### src/rtl/dr_div_pkg.sv
package dr_div_pkg;

    // Ratio selects held for the current frame; bit 0 drives output A.
    typedef struct packed {
        logic sel_b;
        logic sel_a;
    } ratio_sel_t;

    localparam int unsigned NUM_TAPS = 2;

    function automatic int unsigned gcd_u(input int unsigned x, input int unsigned y);
        int unsigned a;
        int unsigned b;
        int unsigned t;
        a = x;
        b = y;
        while (b != 0) begin
            t = a % b;
            a = b;
            b = t;
        end
        return a;
    endfunction

    function automatic int unsigned lcm_u(input int unsigned x, input int unsigned y);
        return (x / gcd_u(x, y)) * y;
    endfunction

    // Level of a divided clock at a given edge index inside its period.
    function automatic logic in_high_half(input int unsigned pos, input int unsigned ratio);
        return (pos % ratio) < (ratio / 2);
    endfunction

endpackage

### src/rtl/dr_hold_sampler.sv
module dr_hold_sampler (
    input  logic clk,
    input  logic rst,
    input  logic freeze,
    output logic run_q
);
    // Captured while the clock falls, so gating changes only while clk is low.
    always_ff @(negedge clk or posedge rst) begin
        if (rst) begin
            run_q <= 1'b1;
        end else begin
            run_q <= ~freeze;
        end
    end
endmodule

### src/rtl/dr_frame_counter.sv
module dr_frame_counter #(
    parameter int unsigned FRAME = 12,
    localparam int unsigned CW = (FRAME > 1) ? $clog2(FRAME) : 1
) (
    input  logic          clk,
    input  logic          rst,
    input  logic          adv,
    output logic [CW-1:0] pos_next,
    output logic          at_end
);
    logic [CW-1:0] pos;

    // Any value at or past the last slot wraps to zero, so a random
    // power-up state falls back into the frame within one pass.
    always_comb begin
        at_end   = (pos >= CW'(FRAME - 1));
        pos_next = at_end ? '0 : pos + 1'b1;
    end

    always_ff @(posedge clk or posedge rst) begin
        if (rst) begin
            pos <= CW'(FRAME - 1);
        end else if (adv) begin
            pos <= pos_next;
        end
    end
endmodule

### src/rtl/dr_ratio_tap.sv
module dr_ratio_tap
    import dr_div_pkg::*;
#(
    parameter int unsigned N_LO = 2,
    parameter int unsigned N_HI = 4,
    parameter int unsigned CW   = 4
) (
    input  logic          clk,
    input  logic          rst,
    input  logic          adv,
    input  logic          use_hi,
    input  logic [CW-1:0] pos_next,
    output logic          q
);
    logic lo_lvl;
    logic hi_lvl;
    logic nxt;

    always_comb begin
        lo_lvl = in_high_half(32'(pos_next), N_LO);
        hi_lvl = in_high_half(32'(pos_next), N_HI);
    end

    generate
        if (N_LO == N_HI) begin : g_fixed
            assign nxt = lo_lvl;
        end else begin : g_sel
            assign nxt = use_hi ? hi_lvl : lo_lvl;
        end
    endgenerate

    // Registered level: the output is a flop, never a gated clock net.
    always_ff @(posedge clk or posedge rst) begin
        if (rst) begin
            q <= 1'b0;
        end else if (adv) begin
            q <= nxt;
        end
    end
endmodule

### src/rtl/dual_ratio_divider.sv
module dual_ratio_divider
    import dr_div_pkg::*;
#(
    parameter int unsigned A_LO = 2,
    parameter int unsigned A_HI = 4,
    parameter int unsigned B_LO = 4,
    parameter int unsigned B_HI = 6
) (
    input  logic clk_in,
    input  logic rst,
    input  logic freeze,
    input  logic sel_a,
    input  logic sel_b,
    output logic out_a,
    output logic out_b
);
    localparam int unsigned FRAME = lcm_u(lcm_u(A_LO, A_HI), lcm_u(B_LO, B_HI));
    localparam int unsigned CW    = (FRAME > 1) ? $clog2(FRAME) : 1;

    logic          run_q;
    logic          frame_wrap;
    logic [CW-1:0] pos_next;
    ratio_sel_t    mode_pin;
    ratio_sel_t    mode_act;
    ratio_sel_t    mode_eff;
    logic [NUM_TAPS-1:0] tap_q;
    logic [NUM_TAPS-1:0] tap_hi;

    dr_hold_sampler u_hold (
        .clk    (clk_in),
        .rst    (rst),
        .freeze (freeze),
        .run_q  (run_q)
    );

    dr_frame_counter #(.FRAME(FRAME)) u_frame (
        .clk      (clk_in),
        .rst      (rst),
        .adv      (run_q),
        .pos_next (pos_next),
        .at_end   (frame_wrap)
    );

    // Ratio selects are sampled only on the edge that starts a frame.
    always_comb begin
        mode_pin.sel_a = sel_a;
        mode_pin.sel_b = sel_b;
        mode_eff       = frame_wrap ? mode_pin : mode_act;
        tap_hi         = {mode_eff.sel_b, mode_eff.sel_a};
    end

    always_ff @(posedge clk_in or posedge rst) begin
        if (rst) begin
            mode_act <= '0;
        end else if (run_q && frame_wrap) begin
            mode_act <= mode_pin;
        end
    end

    generate
        for (genvar g = 0; g < NUM_TAPS; g++) begin : g_tap
            dr_ratio_tap #(
                .N_LO (g == 0 ? A_LO : B_LO),
                .N_HI (g == 0 ? A_HI : B_HI),
                .CW   (CW)
            ) u_tap (
                .clk      (clk_in),
                .rst      (rst),
                .adv      (run_q),
                .use_hi   (tap_hi[g]),
                .pos_next (pos_next),
                .q        (tap_q[g])
            );
        end
    endgenerate

    assign out_a = tap_q[0];
    assign out_b = tap_q[1];
endmodule

### config.mk
export PLATFORM = sky130hd
export DESIGN_NAME = dual_ratio_divider
export DESIGN_NICKNAME = d
export VERILOG_FILES = /design/src/rtl/dr_div_pkg.sv /design/src/rtl/dr_hold_sampler.sv /design/src/rtl/dr_frame_counter.sv /design/src/rtl/dr_ratio_tap.sv /design/src/rtl/dual_ratio_divider.sv
export SDC_FILE = /design/constraint.sdc
export NUM_CORES = 1
export LEC_CHECK = 0
export CORE_AREA = 3 3 40 42
export DETAILED_ROUTE_END_ITERATION = 16
export DIE_AREA = 0 0 43 45
export PLACE_DENSITY = 0.66
export SLEW_MARGIN = 20
export SYNTH_ARGS = -nofsm -noshare
export SYNTH_HDL_FRONTEND = slang
export SYNTH_SLANG_ARGS = --single-unit
### constraint.sdc
create_clock -name clk_in -period 5.1 [get_ports clk_in]
set_input_delay 0.51 -clock clk_in [delete_from_list [all_inputs] [get_ports clk_in]]
set_output_delay 0.51 -clock clk_in [all_outputs]
set_load 0.02 [all_outputs]
### Word level (Yosys, flattened, before mapping)

Index checks and enable logic that the tools add are counted.
Widths: inputs -> output; s select.

* logic and storage cells: 18
* bits of input ports: 5
* output and inout bits: 2
* register bits after elaboration: 9

* div/mod/pow operators: 1
* bitwise operators: 1
* reduce and logical (&&, ||, !) cells: 1
* mux-type cells: 4
* order comparisons: 4
* $add $sub $neg: 1

Operators by type and width (count)
* $lt 32x2->1 const B: 1
* $mod 4x3->32 const B: 1
* $add 4x1->4 const B: 1
* $ge 4x4->1 const B: 1
* $mux 4: 1
* $lt 2x2->1 const B: 1
* $mux 1: 2
* $mux 2: 1
* $logic_and 1x1->1: 1
* $lt 1x1->1 const B: 1
* $not 1->1: 1

### Depth between registers and ports, before layout

Gate-level depths: netlist of run 1.

* depth in word-level cells: 5
* depth in mapped cells: 13
* depth with buffers taken out: 12

### Cells and area by module

From an unflattened synthesis of run 1, not the netlist that was laid out.

* cells, all modules: 60
* area, all modules: 588.1 sq um

By module, submodules not included
* dr_frame_counter: instances 1, sequential area each 103.8 sq um, cells each 26, area an instance 239.0 sq um
* dr_ratio_tap (g_tap[1].u_tap): instances 1, sequential area each 25.0 sq um, cells each 18, area an instance 145.1 sq um
* dual_ratio_divider: instances 1, sequential area each 50.0 sq um, cells each 8, area an instance 112.6 sq um
* dr_ratio_tap (g_tap[0].u_tap): instances 1, sequential area each 25.0 sq um, cells each 4, area an instance 53.8 sq um
* dr_hold_sampler: instances 1, sequential area each 26.3 sq um, cells each 4, area an instance 37.5 sq um

==> results of run 1 <==
==> per-stage QoR <==
stage	hold slack, ps	instance area (um2)
after floorplan	335.1	589.3
after global placement	511.7	656.9
after detailed placement	528.6	656.9
after CTS	520.1	683.2
after global routing	542.4	683.2
final	510.9	683.2
==> routing by layer <==
layer | track usage [%] | wire [um] | vias up
met5 | 0 | 0 | -
met1 | 17.50 | 513 | 210
li1 | - | - | 234
met3 | 4.781 | 66 | 2
met2 | 18.86 | 452 | 13
met4 | 3.614 | 12 | 0
==> final cells by class <==
class,instances,area share [%]
multi-input cells,44,47.62
flip-flops and latches,9,33.70
repair buffers,6,8.791
clock buffers,3,3.297
inverters,5,2.747
well taps,15,2.747
clock inverters,2,1.099
==> worst min path at each step <==
stage | from | endpoint
global placement | mode_act[0] | mode_act[0]
floorplan | rst | g_tap[0].u_tap.q
global route | rst | g_tap[0].u_tap.q
detailed placement | mode_act[1] | mode_act[1]
CTS | rst | mode_act[0]
finish | rst | mode_act[0]
==> worst max-delay path, cell delays in order (launching register included) <==
cell and delay [ps]:
dfstp_2 630, o211ai_1 160, mux2_2 300
==> placed cells by master (no fill, tap or decap), types with 2 or more instances in the layout <==
master and n:
o21ai_0 3, a21oi_1 3, clkbuf_4 3, inv_1 7
nand2_1 3, clkdlybuf4s50_1 6, mux2_2 3, ha_1 4
nand2b_1 2, dfrtp_1 5, nor2_1 8, dfstp_2 4
mux2i_1 2
==> flip-flops by register name, summed over array words and instances, names as in the netlist <==
name / count
g_tap.u_tap.q: 2
u_hold.run_q: 1
u_frame.pos: 4
mode_act: 2
==> logic make-up after synthesis <==
group | share of synthesized area [%]
buffers and inverters | 5.732
adders and majority gates | 8.493
DFF | 39.07
muxes | 9.129
and+or+nand+nor | 16.99
AOI/OAI and AO/OA | 20.59
==> report_power, final <==
group / total [mW] / switching, mW / internal [mW]
logic: 0.223 / 0.110 / 0.113
clock network: 0.0538 / 0.0248 / 0.0291
registers: 0.156 / 0.0439 / 0.112
total: 0.433 / 0.179 / 0.254
==> results.cfg, run 1 <==
[global_routing]
grt_antenna_before_repair = 0
grt_overflow = 0
track_usage_pct = 12.73
grt_pass1_wl_mm = 1.842
grt_max_degree = 14
grt_pass1_vias = 400

[routing]
drtIter0Drc = 12
route.detailed.drc = 0
final_antenna_net_count = 0
drt-pass1-iter-count = 4
vias = 459
drt-total-wl_mm = 1.045
post_drt_via_cell_ratio = 5.464
wl_per_cell_um = 12.44

[cells_and_area]
fin_nets = 79
finalNonFillerCells = 84
drive_gt1_share_pct = 24.64
n_fill_cell = 121
diodes = 0
multiInputGateArea_um2 = 325.3
areaGrowthSynthToFinish_pct = 15.92
register_area_um2 = 230.2
finish.utilization_pct = 53.16

[synthesis]
syn_nets = 70
synth-seq-area-share_pct = 39.07
yosysUniqueCellTypes = 29
netlist_top_cells_count = 8 x nor2_1, 6 x inv_1, 5 x dfrtp_1
synthCells = 61
synth_top_area_cell = dfrtp_1
synth-main-ff-cell = dfrtp_1
synth.avg_cell_area_um2 = 9.661
synth_edf_count = 0
synth_top_cell_area_share_pct = 21.23
synth-seq-cells = 9
syn_area_um2 = 589.3
ys_warn_count = 0
ys_top_cells_by_area = dfrtp_1 21%, dfstp_2 18%, ha_1 8.5%
synth.most_common_cell = nor2_1
async_flop_share_pct = 100.0

[placement]
placed_cells = 80
portBuffers = 6
dp_slack_ps = 1338
gp_congestion = 0.8754
hpwl_um = 794.3

[die]
die_area_um2 = 1935
die-height_um = 45
coreArea_um2 = 1285
die_w_um = 43
rows = 13
ioPinCount = 7
initial_utilization_pct = 45.86

[pwr]
leakagePower_nw = 0.2961
powerDensity_nw_per_um2 = 633.4
power_mw = 0.4327
irDropWorstVdd_uv = 289.9

[setup_path]
critPathKind = reg2reg
crit_required_ps = 5240
start_kind = flip-flop
r2r_start = u_hold.run_q
worstPathArrival_ps = 3950
rr_endpoint = mode_act[1]
cp-end-kind = flip-flop
rrSetupSlack_ps = 1290
startpoint = u_hold.run_q
worstSetupEndpoint = mode_act[1]
cp_max_fo = 13
reg2reg_depth = 2

[timing]
finalClockSkew_ps = 55.95
worst_slack_ps = 1289
hold_viol = 0
worstMarginPinSlew_ps = 340.0
relSlewSlack_pct = 77.33
slew_violations = 0
rsz0062_at_grt = no
tns_ps = 0
setup_violations = 0

[cts]
cts_buffers = 3
insertion_delay_ps = 310
clkTransAtPathRegs_ps = 60
cts_tree = built
clock_sink_count = 9
cts_buffer_depth = 2
cts_setup_buffers = 0
h-tree-depth = 1
cts_resized = 0
cts-hold-fix-buffers = 0
cts_root_buffer = clkbuf_4

[outcome]
outcome = finished, final reports clean

[job]
drv_cap = 0

[hold_path]
hold_path.class = in2async
Note: power is estimated with default switching activity, not from simulation.
==> run 2: changes to the inputs <==
PLACE_DENSITY = 0.68   (was 0.66)
clock period = 3.05 ns   (was 5.1 ns; I/O delays follow)
==> run 2 against run 1 <==
Net effect:
- clock skew increased by 12 ps
- die area unchanged
- worst setup slack got worse by 1100 ps
- sequential power increased by 67%
- cell count increased by 1.2%
- clock power increased by 83%
- flip-flop and latch count unchanged
- combinational power increased by 76%
- critical path depth unchanged
- via count increased by 1.1%
- total power increased by 73%
- non-clock buffer count increased by 1
- critical path type unchanged
- critical endpoint unchanged
==> results.cfg, run 2 (synthesized netlist as in run 1, its figures left out) <==
[setup_path]
crit_required_ps = 3190
startpoint = u_hold.run_q
cp_top_family = flip-flops
slowest_delay_ps = 640
crit_chain = o211ai_1, mux2_2
r2r_start = u_hold.run_q
critPathKind = reg2reg
cp_max_fo = 13
crit_buf_inv = 0
rrSetupSlack_ps = 240
crit_path_top_delay_cell = dfstp_2
worstPathArrival_ps = 2950
cp-end-kind = flip-flop
start_kind = flip-flop

[cells_and_area]
largestRegisters = u_frame.pos: 4 flops, g_tap.u_tap.q: 2 flops, mode_act: 2 flops
areaGrowthSynthToFinish_pct = 17.20
drive_gt1_share_pct = 25.71
layout_commonest_cell = nor2_1
diodes = 0
finalNonFillerCells = 85
largest_reg_flops = 4
largest_register = u_frame.pos
finish.instance_area_um2 = 690.7
fin_nets = 80
layout_common_cells = 8 x nor2_1, 6 x inv_1, 6 x clkdlybuf4s50_1
n_fill_cell = 122
finish.utilization_pct = 53.75

[timing]
hold_viol = 0
finalClockSkew_ps = 68.40
tns_ps = 0
slew_violations = 0
worst_slack_ps = 236.1
setup_violations = 0
worstMarginPinSlew_ps = 363.0
rsz0062_at_grt = no
relSlewSlack_pct = 75.77
hold_slack_ps = 317.6

[global_routing]
grt_pass1_vias = 435
track_usage_pct = 14.14
grt_max_degree = 14
grt_overflow = 0
grt_antenna_before_repair = 0
grt_pass1_wl_mm = 2.014

[placement]
gp_congestion = 0.8400
portBuffers = 6
place_area_um2 = 664.4
dp_slack_ps = 302.2
placed_cells = 81
hpwl_um = 910

[pwr]
power_mw = 0.7505
internal-power_mw = 0.4364
comb_power_share_pct = 52.2
power_switching_mw = 0.3141
p_seq_share_pct = 34.7
leakagePower_nw = 0.2971
irDropWorstVdd_uv = 532.1
p_clk_share_pct = 13.1
swShare_pct = 41.85
powerDensity_nw_per_um2 = 1087

[die]
die_w_um = 43
coreArea_um2 = 1285
rows = 13
ioPinCount = 7
die-height_um = 45
initial_utilization_pct = 45.86
die_area_um2 = 1935

[routing]
drt-pass1-iter-count = 4
vias = 464
post_drt_via_cell_ratio = 5.459
drtIter0Drc = 7
route.detailed.drc = 0
drt-total-wl_mm = 1.160
final_antenna_net_count = 0
wl_per_cell_um = 13.65

[cts]
clkTransAtPathRegs_ps = 70
cts-hold-fix-buffers = 0
cts_buffers = 3
cts_root_buffer = clkbuf_4
clock_sink_count = 9
h-tree-depth = 1
cts_tree = built
cts_buffer_depth = 2
cts_resized = 0
cts_setup_buffers = 0
insertion_delay_ps = 320

[outcome]
outcome = finished, final reports clean

[hold_path]
hold_path.class = in2async

[job]
drv_cap = 0
[run 2: cell types whose count changed in the layout (fill, tap and decap cells not counted), sizes merged]
cell,before,now
buf,0,1
clkbuf,3,4
inv,7,6
[run 2: worst paths after layout]
| kind | end | cells after the start |
|---|---|---|
| max in group asynchronous | u_hold.run_q | 2 |
| hold reg to reg | mode_act[0] | 1 |
| min in group clk_in | mode_act[0] | 1 |
| hold / removal | mode_act[0] | 2 |
| setup reg to reg | mode_act[1] | 2 |
| setup / recovery | mode_act[1] | 2 |
[run 2: power groups by stage]
stage | logic, mW | registers (mW) | clock network (mW)
final | 0.392 | 0.260 | 0.0985
after global routing | 0.447 | 0.274 | 0.107
after CTS | 0.392 | 0.260 | 0.100
after detailed placement | 0.387 | 0.262 | 0.00410
after global placement | 0.373 | 0.260 | 0.00410
after floorplan | 0.285 | 0.255 | 0.00410
[run 2: area by class of cell]
cell class	count	area, um2	area share (%)
Sequential cell	9	230.2	33.33
Clock buffer	4	26.28	3.804
Tap cell	15	18.77	2.717
Timing Repair Buffer	7	67.56	9.783
Inverter	5	18.77	2.717
Clock inverter	1	3.754	0.5435
Multi-Input combinational cell	44	325.3	47.10
[run 2: routing by layer]
| layer | share of wire (%) | global-route usage, % | vias up |
|---|---|---|---|
| met3 | 2.7 | 3.586 | 2 |
| met4 | 0.86 | 5.422 | 0 |
| li1 | - | - | 234 |
| met5 | 0 | 0 | - |
| met1 | 48 | 18.41 | 219 |
| met2 | 49 | 22.75 | 9 |
==> run 3: changes to the inputs <==
PLACE_DENSITY = 0.75   (was 0.68)
==> run 3 against run 2 <==
Net effect:
- sequential power about the same
- hold slack lost 24 ps
- utilization is the same
- first-iteration DRC count rose by 29%
- flip-flop and latch count stayed put
- total power down 2.4%
- critical path type unchanged
==> results.cfg, run 3 (synthesized netlist as in run 1, its figures left out) <==
[hold_path]
hold_path.class = in2async

[timing]
relSlewSlack_pct = 78.85
worstMarginPinSlew_ps = 313.2
tns_ps = 0
hold_slack_ps = 293.8
finalClockSkew_ps = 52.32
hold_viol = 0
setup_violations = 0
rsz0062_at_grt = no
slew_violations = 0

[pwr]
powerDensity_nw_per_um2 = 1061
irDropWorstVdd_uv = 454.6
power_mw = 0.7325
leakagePower_nw = 0.2971

[routing]
final_antenna_net_count = 0
wl_per_cell_um = 12.00
drt-total-wl_mm = 1.020
drtIter0Drc = 9
post_drt_via_cell_ratio = 5.471
drt-pass1-iter-count = 4
route.detailed.drc = 0
vias = 465

[cts]
h-tree-depth = 1
clkTransAtPathRegs_ps = 60
cts_tree = built
cts_buffer_depth = 2
insertion_delay_ps = 300
clock_sink_count = 9
cts-hold-fix-buffers = 0
cts_buffers = 3
cts_setup_buffers = 0
cts_resized = 0
cts_root_buffer = clkbuf_4

[die]
ioPinCount = 7
rows = 13
initial_utilization_pct = 45.86
die-height_um = 45
coreArea_um2 = 1285
die_area_um2 = 1935
die_w_um = 43

[setup_path]
crit_required_ps = 3190
start_kind = flip-flop
cp-end-kind = flip-flop
worstPathArrival_ps = 2930
cp_max_fo = 13
critPathKind = reg2reg

[cells_and_area]
areaGrowthSynthToFinish_pct = 17.20
layout_commonest_cell = nor2_1
diodes = 0
largest_reg_flops = 4
finish.instance_area_um2 = 690.7
multiInputGateArea_um2 = 325.3
n_fill_cell = 121
largestRegisters = u_frame.pos: 4 flops, g_tap.u_tap.q: 2 flops, mode_act: 2 flops
largest_register = u_frame.pos
layout_common_cells = 8 x nor2_1, 6 x inv_1, 6 x clkdlybuf4s50_1
register_area_um2 = 230.2
drive_gt1_share_pct = 25.71
fin_nets = 80

[global_routing]
grt_overflow = 0
track_usage_pct = 12.90
grt_pass1_vias = 395
grt_pass1_wl_mm = 1.780
grt_max_degree = 14
grt_antenna_before_repair = 0

[placement]
gp_congestion = 0.8753
portBuffers = 6
place_area_um2 = 664.4
hpwl_um = 790.5

[job]
drv_cap = 0

[outcome]
outcome = finished, final reports clean
## run 3: cell counts in the layout (fill, tap and decap cells not counted)
Identical to the previous run, type by type.
## run 3: final cells by class
| type | count | area share (%) |
|---|---|---|
| Multi-Input combinational cell | 44 | 47.10 |
| Tap cell | 15 | 2.717 |
| Sequential cell | 9 | 33.33 |
| Clock buffer | 4 | 3.804 |
| Inverter | 5 | 2.717 |
| Clock inverter | 1 | 0.5435 |
| Timing Repair Buffer | 7 | 9.783 |
## run 3: through the flow
| stage | worst slack, ps | util [%] | instances |
|---|---|---|---|
| final | 257.3 | 53.75 | 85 |
| after global routing | 175.0 | 53.75 | 85 |
| after CTS | 258.0 | 53.75 | 85 |
| after detailed placement | 307.0 | 51.70 | 81 |
| after global placement | 337.3 | 51.70 | 81 |
| after floorplan | 333.4 | - | 61 |
## run 3: critical path: stages (launching register included)
cell	delay [ps]
dfstp_2	640
o211ai_1	170
mux2_2	290
## run 3: final timing paths
check | slack (ps) | cells after the start | from | to
worst max register to register | 260 | 2 | u_hold.run_q | mode_act[1]
min in group clk_in | 530 | 1 | mode_act[1] | mode_act[1]
worst max-delay path | 260 | 2 | u_hold.run_q | mode_act[1]
worst min register to register | 530 | 1 | mode_act[1] | mode_act[1]
max in group asynchronous | 990 | 2 | rst | u_hold.run_q
worst min-delay path | 290 | 2 | rst | g_tap[0].u_tap.q
## run 3: per-layer routing
metal  global-route usage (%)  wire length, um  up-vias
met5                        0                0        -
met4                    1.807                0        0
met3                    7.171               72        0
met2                    20.36              484       13
met1                    16.00              463      213
li1                         -                -      239
## run 3: report_power, final
part           leakage (nW)  internal [mW]  switching, mW
Sequential           0.0989          0.187         0.0721
Clock                0.0203         0.0519         0.0404
Combinational         0.178          0.195          0.186
